<file path="config.mk">
export PLATFORM = sky130hd
export DESIGN_NAME = regwin_file
export DESIGN_NICKNAME = d
export VERILOG_FILES = /design/src/rtl/regwin_pkg.sv /design/src/rtl/regwin_ptr.sv /design/src/rtl/regwin_xlate.sv /design/src/rtl/regwin_store.sv /design/src/rtl/regwin_file.sv
export SDC_FILE = /design/constraint.sdc
export NUM_CORES = 2
export LEC_CHECK = 0
export BUFFER_PORTS_ARGS = -buffer_cell sky130_fd_sc_hd__buf_2
export CORE_ASPECT_RATIO = 0.8
export CORE_MARGIN = 10
export CORE_UTILIZATION = 51
export DETAILED_ROUTE_END_ITERATION = 16
export HOLD_SLACK_MARGIN = 0.08
export PLACE_DENSITY = 0.75
export SYNTH_ARGS = -nofsm -noshare
export SYNTH_HDL_FRONTEND = slang
export SYNTH_SLANG_ARGS = --single-unit
</file>
<file path="constraint.sdc">
create_clock -name clk -period 11.9 [get_ports clk]
set_input_delay 1.19 -clock clk [delete_from_list [all_inputs] [get_ports clk]]
set_output_delay 1.19 -clock clk [all_outputs]
set_load 0.005 [all_outputs]
</file>
<file path="src/rtl/regwin_pkg.sv">
package regwin_pkg;

  // Physical index of logical register lreg seen from window win.
  function automatic int phys_of(input int win, input int lreg, input int globals,
                                 input int shared, input int locals, input int windows);
    int stride;
    stride = shared + locals;
    if (lreg < globals) return lreg;
    if (lreg < globals + shared + locals) return globals + win * stride + (lreg - globals);
    return globals + ((win + 1) % windows) * stride + (lreg - globals - shared - locals);
  endfunction

  // Window index moved by delta steps around the ring.
  function automatic int win_step(input int win, input int delta, input int windows);
    return (win + delta + windows) % windows;
  endfunction

endpackage

</file>
<file path="src/rtl/regwin_ptr.sv">
module regwin_ptr #(
  parameter int WINDOWS = 4,
  parameter int WIN_W   = 2
) (
  input  logic             clk,
  input  logic             rst_n,
  input  logic             call_i,
  input  logic             ret_i,
  output logic [WIN_W-1:0] win_q
);
  import regwin_pkg::*;

  logic [WIN_W-1:0] win_nxt;

  always_comb begin
    unique case ({call_i, ret_i})
      2'b10:   win_nxt = WIN_W'(win_step(int'(win_q), 1, WINDOWS));
      2'b01:   win_nxt = WIN_W'(win_step(int'(win_q), -1, WINDOWS));
      default: win_nxt = win_q;
    endcase
  end

  always_ff @(posedge clk or negedge rst_n) begin
    if (!rst_n) win_q <= '0;
    else        win_q <= win_nxt;
  end
endmodule

</file>
<file path="src/rtl/regwin_xlate.sv">
module regwin_xlate #(
  parameter int GLOBALS = 10,
  parameter int SHARED  = 6,
  parameter int LOCALS  = 10,
  parameter int WINDOWS = 4,
  parameter int LOG_W   = 5,
  parameter int PHYS_W  = 7,
  parameter int WIN_W   = 2
) (
  input  logic [WIN_W-1:0]  win,
  input  logic [LOG_W-1:0]  lreg,
  output logic [PHYS_W-1:0] phys
);
  import regwin_pkg::*;

  always_comb begin
    phys = PHYS_W'(phys_of(int'(win), int'(lreg), GLOBALS, SHARED, LOCALS, WINDOWS));
  end
endmodule

</file>
<file path="src/rtl/regwin_store.sv">
module regwin_store #(
  parameter int PHYS_REGS = 74,
  parameter int PHYS_W    = 7,
  parameter int DATA_W    = 32,
  parameter int RD_PORTS  = 2
) (
  input  logic              clk,
  input  logic              rst_n,
  input  logic              wr_strobe,
  input  logic [PHYS_W-1:0] wr_phys,
  input  logic [DATA_W-1:0] wr_data,
  input  logic [PHYS_W-1:0] rd_phys [RD_PORTS],
  output logic [DATA_W-1:0] rd_data [RD_PORTS]
);
  logic [DATA_W-1:0] cells [PHYS_REGS];

  always_ff @(posedge clk or negedge rst_n) begin
    if (!rst_n) begin
      for (int i = 0; i < PHYS_REGS; i++) cells[i] <= '0;
    end else if (wr_strobe && (int'(wr_phys) < PHYS_REGS)) begin
      cells[wr_phys] <= wr_data;
    end
  end

  for (genvar p = 0; p < RD_PORTS; p++) begin : g_rd
    assign rd_data[p] = (int'(rd_phys[p]) < PHYS_REGS) ? cells[rd_phys[p]] : '0;
  end
endmodule

</file>
<file path="src/rtl/regwin_file.sv">
module regwin_file #(
  parameter  int DATA_W    = 32,
  parameter  int GLOBALS   = 10,
  parameter  int LOCALS    = 10,
  parameter  int SHARED    = 6,
  parameter  int WINDOWS   = 4,
  localparam int STRIDE    = LOCALS + SHARED,
  localparam int PHYS_REGS = GLOBALS + WINDOWS * STRIDE,
  localparam int LOG_REGS  = GLOBALS + 2 * SHARED + LOCALS,
  localparam int LOG_W     = $clog2(LOG_REGS),
  localparam int PHYS_W    = $clog2(PHYS_REGS),
  localparam int WIN_W     = $clog2(WINDOWS)
) (
  input  logic              clk,
  input  logic              rst_n,
  input  logic [LOG_W-1:0]  rd_a_addr,
  output logic [DATA_W-1:0] rd_a_data,
  input  logic [LOG_W-1:0]  rd_b_addr,
  output logic [DATA_W-1:0] rd_b_data,
  input  logic              wr_en,
  input  logic [LOG_W-1:0]  wr_addr,
  input  logic [DATA_W-1:0] wr_data,
  input  logic              call_i,
  input  logic              ret_i,
  output logic [WIN_W-1:0]  win_o
);
  localparam int XPORTS = 3;  // read A, read B, write

  // Named internal events for the checker
  logic [WIN_W-1:0]  win_q;
  logic [PHYS_W-1:0] phys_a, phys_b, phys_w;
  logic              wr_strobe;

  logic [LOG_W-1:0]  lreg_bus [XPORTS];
  logic [PHYS_W-1:0] phys_bus [XPORTS];
  logic [PHYS_W-1:0] rd_phys  [2];
  logic [DATA_W-1:0] rd_data  [2];

  regwin_ptr #(.WINDOWS(WINDOWS), .WIN_W(WIN_W)) u_ptr (
    .clk(clk), .rst_n(rst_n), .call_i(call_i), .ret_i(ret_i), .win_q(win_q)
  );

  assign lreg_bus[0] = rd_a_addr;
  assign lreg_bus[1] = rd_b_addr;
  assign lreg_bus[2] = wr_addr;

  for (genvar k = 0; k < XPORTS; k++) begin : g_xl
    regwin_xlate #(
      .GLOBALS(GLOBALS), .SHARED(SHARED), .LOCALS(LOCALS), .WINDOWS(WINDOWS),
      .LOG_W(LOG_W), .PHYS_W(PHYS_W), .WIN_W(WIN_W)
    ) u_xl (
      .win(win_q), .lreg(lreg_bus[k]), .phys(phys_bus[k])
    );
  end

  assign phys_a    = phys_bus[0];
  assign phys_b    = phys_bus[1];
  assign phys_w    = phys_bus[2];
  assign wr_strobe = wr_en;
  assign rd_phys[0] = phys_a;
  assign rd_phys[1] = phys_b;

  regwin_store #(
    .PHYS_REGS(PHYS_REGS), .PHYS_W(PHYS_W), .DATA_W(DATA_W), .RD_PORTS(2)
  ) u_store (
    .clk(clk), .rst_n(rst_n), .wr_strobe(wr_strobe), .wr_phys(phys_w),
    .wr_data(wr_data), .rd_phys(rd_phys), .rd_data(rd_data)
  );

  assign rd_a_data = rd_data[0];
  assign rd_b_data = rd_data[1];
  assign win_o     = win_q;
endmodule

</file>
==> metrics <==
drt wl/cell=35.6 um; DRT antenna net count=0; RSZ-0062 raised after global routing=no; die footprint=274000 um2; WL final=448000 um; Syn Nets=9517; die width=583 um; net load switching power=11.1 mW; worst r2r path cells=11; fmax=110 MHz; Post-Synthesis Cells=9427; Final Skew=0.0423 ns; Root Buffer=clkbuf_16; global placement routability congestion=0.949; H-tree depth=4; Yosys cell types=71; Synth async-reset ratio=1.00; status=finished, violations left; simple-gate area share of the yosys netlist=0.0562; IO Port Bufs=117; Net Sw Frac=0.342; vias in the first global route=91633; Power Total=32.4 mW; Hold-fix buffers, CTS=0; pin count of the biggest net entering global routing=170; Least-Margin Pin Slew=1.70 ns; sequential share of the synthesized area=0.459; CP startpoint kind=flop; synth top area cells=dfrtp_1, mux2_2, mux4_2, nand2_1, mux2i_1; RR Endpoint=u_store.cells[1936]; Clk pin slew, worst setup/hold paths=0.07 ns; Synth top area share=0.459; Critical Path RT=10.71 ns; Clock Power Share=0.249; post-layout minimum cycle time=9.08 ns; post-synthesis mux area share=0.412; worst skew pair latency=0.92 ns; die height=470 um; Vias=91077; Critical Path AT=7.89 ns; Area growth, synth to finish=9.27%; iteration-0 DRC count of the detailed router=13380; synth warn=0; Compound-Gate Fraction of Synth Area=0.0342; gr usage total=0.317; cell taking the most area after synthesis=dfrtp_1; utilization after layout=0.559; launch point of the worst path=u_ptr.win_q[0]; power per standard cell area=230 nW/um2; Comb power frac=0.338; worst relative slew slack=-0.137; setup bufs post-CTS=0; share of cells above drive strength 1=0.462; Pint=21.3 mW; Worst VDD drop=0.159 mV; Synth Area in Adders=0.00386; CTS buffer count=238; failing checks=capacitance limit, slew limit; Finish-stage setup viols=0; crit path max fanout=11; clock tree from TritonCTS=yes; R2R Setup Slk=5.76 ns; sequential share of power=0.413; via/cell ratio=7.24; Max-Cap Viols=3; hold slack=0.273 ns; Setup crit end kind=primary output; Hold WC Path Type=input pin to asynchronous set/reset pin; Synth Register Bits=2370; antenna violations before repair=43; total congestion overflow=0; TNS Setup=0 ns; placed cells=12128; final slew viol count=4; Post-Syn Area=129000 um2; static leakage=62.6 nW; Initial Util=0.512; Final Hold Fails=0; CTS resizes=0; CTS sink cnt=2370; Pre-antenna DRT Iters=8; # IOs=118; Final nets=9118; final cycle utilization of the critical path=0.763; CTS max path bufs=4; worst setup path class=flop to primary output; worst r2r src=u_ptr.win_q[0]; # fillers=19568; synthesized area per cell=13.7 um2; main combinational cell family by area after synthesis=multiplexers; floorplan core area=252000 um2; ys flop type=dfrtp_1; global-route wire length before repair=646000 um; Synth Area in XOR/XNOR=0.00129; Post-Layout Cell Count=12572; FP Rows=165; Post-synth EDFFs=0; HPWL after DPL=267000 um; DR DRC count=0
how the worst max path moves through the flow:
stage | end | slack [ns]
2_1_floorplan | rd_a_data[8] | 5.94
3_3_place_gp | rd_a_data[31] | 3.11
3_5_place_dp | rd_a_data[9] | 3.65
4_1_cts | rd_a_data[9] | 3.61
5_1_grt | rd_a_data[28] | 3.10
6_report | rd_b_data[23] | 2.82
cell usage after synthesis, types with 9 or more instances:
cell type / n
a211o_1: 9
a211oi_1: 18
a21oi_1: 43
a221oi_1: 16
a22oi_1: 67
a311oi_1: 92
a31o_2: 9
a31oi_1: 55
a32o_1: 17
a32oi_1: 33
a41oi_1: 13
and2_1: 10
and3_1: 117
buf_1: 151
buf_2: 266
clkbuf_1: 615
dfrtp_1: 2370
ha_1: 35
inv_1: 27
mux2_1: 61
mux2_2: 2321
mux2i_1: 279
mux4_2: 1045
nand2_1: 1005
nand2b_1: 9
nand3_1: 259
nand4_1: 63
nor2_1: 53
nor2b_1: 12
nor3_1: 60
o2111ai_1: 11
o211ai_1: 43
o21ai_0: 84
o221ai_1: 15
o22ai_1: 14
or3_1: 13
xnor2_1: 9
xor2_1: 10
worst max-delay path: stages (launching register included):
cell and delay (ns):
dfrtp_1 0.33, buf_4 0.32, xor2_1 0.96, ha_1 0.39, ha_1 0.31, nor2b_1 0.15
nor3_1 0.21, a311o_1 0.23, and2_1 1.02, nand2_1 1.15, o221ai_1 0.94, o22ai_1 0.55
buf_2 0.34
cell type report:
cell class / instances / area, um2 / share of cell area
clock buffer: 352 / 7060 / 0.0500
tap: 3340 / 4180 / 0.0296
timing repair buffer: 393 / 3100 / 0.0220
clock inverter: 79 / 1220 / 0.00865
sequential: 2370 / 59300 / 0.420
inverter: 28 / 105 / 0.000745
multi-input combinational: 5997 / 66100 / 0.468
antenna: 13 / 32.5 / 0.000231
sequential cells by signal (all words and copies together), names as in the netlist:
register / cells
u_ptr.win_q: 2
u_store.cells: 2368
per-layer routing:
layer,wire (um),vias to the layer above,GRT usage
met5,188,-,0
met4,29700,26,0.172
met3,69600,1602,0.140
met2,188000,6814,0.445
met1,160000,47828,0.412
li1,-,34807,-
metrics by stage:
| stage | setup slack (ns) | cell area [um2] |
|---|---|---|
| final | 2.82 | 141000 |
| after global routing | 3.10 | 141000 |
| after CTS | 3.61 | 141000 |
| after detailed placement | 3.65 | 133000 |
| after global placement | 3.11 | 133000 |
| after floorplan | 5.94 | 129000 |
cells by family (layout without fill, tap and decap cells):
kind of cell | count (synthesis) | in the layout
AOI/OAI and AO/OA | 596 | 596
and+or+nand+nor | 1638 | 1638
DFF | 2370 | 2370
xor gates and xnor gates | 19 | 19
muxes | 3706 | 3706
other | 0 | 13
buffers and inverters | 1060 | 852
adders and majority gates | 38 | 38
power groups by stage:
| stage | sequential (mW) | combinational [mW] | clock, mW |
|---|---|---|---|
| floorplan | 12.6 | 7.22 | 0 |
| global placement | 13.0 | 10.3 | 0 |
| detailed placement | 13.4 | 10.5 | 0 |
| CTS | 13.2 | 10.6 | 8.11 |
| global route | 13.7 | 11.4 | 8.43 |
| finish | 13.4 | 10.9 | 8.09 |
cells in the final DEF, fill, tap and decap left out, drive strengths merged, types with 18 or more instances in the layout:
master,synthesis,layout
mux2i,279,279
mux4,1045,1045
a32oi,33,33
dfrtp,2370,2370
a22oi,67,67
nand4,63,63
and3,117,117
o211ai,43,43
bufinv,0,30
o21ai,89,89
nand2,1005,1005
a211oi,18,18
a21oi,43,43
inv,28,32
a31oi,55,55
a311oi,93,93
clkinv,0,42
nor3,60,60
ha,35,35
nand3,259,259
nor2,53,53
mux2,2382,2382
buf,417,393
clkbuf,615,352
(Power assumes the default switching activity.)
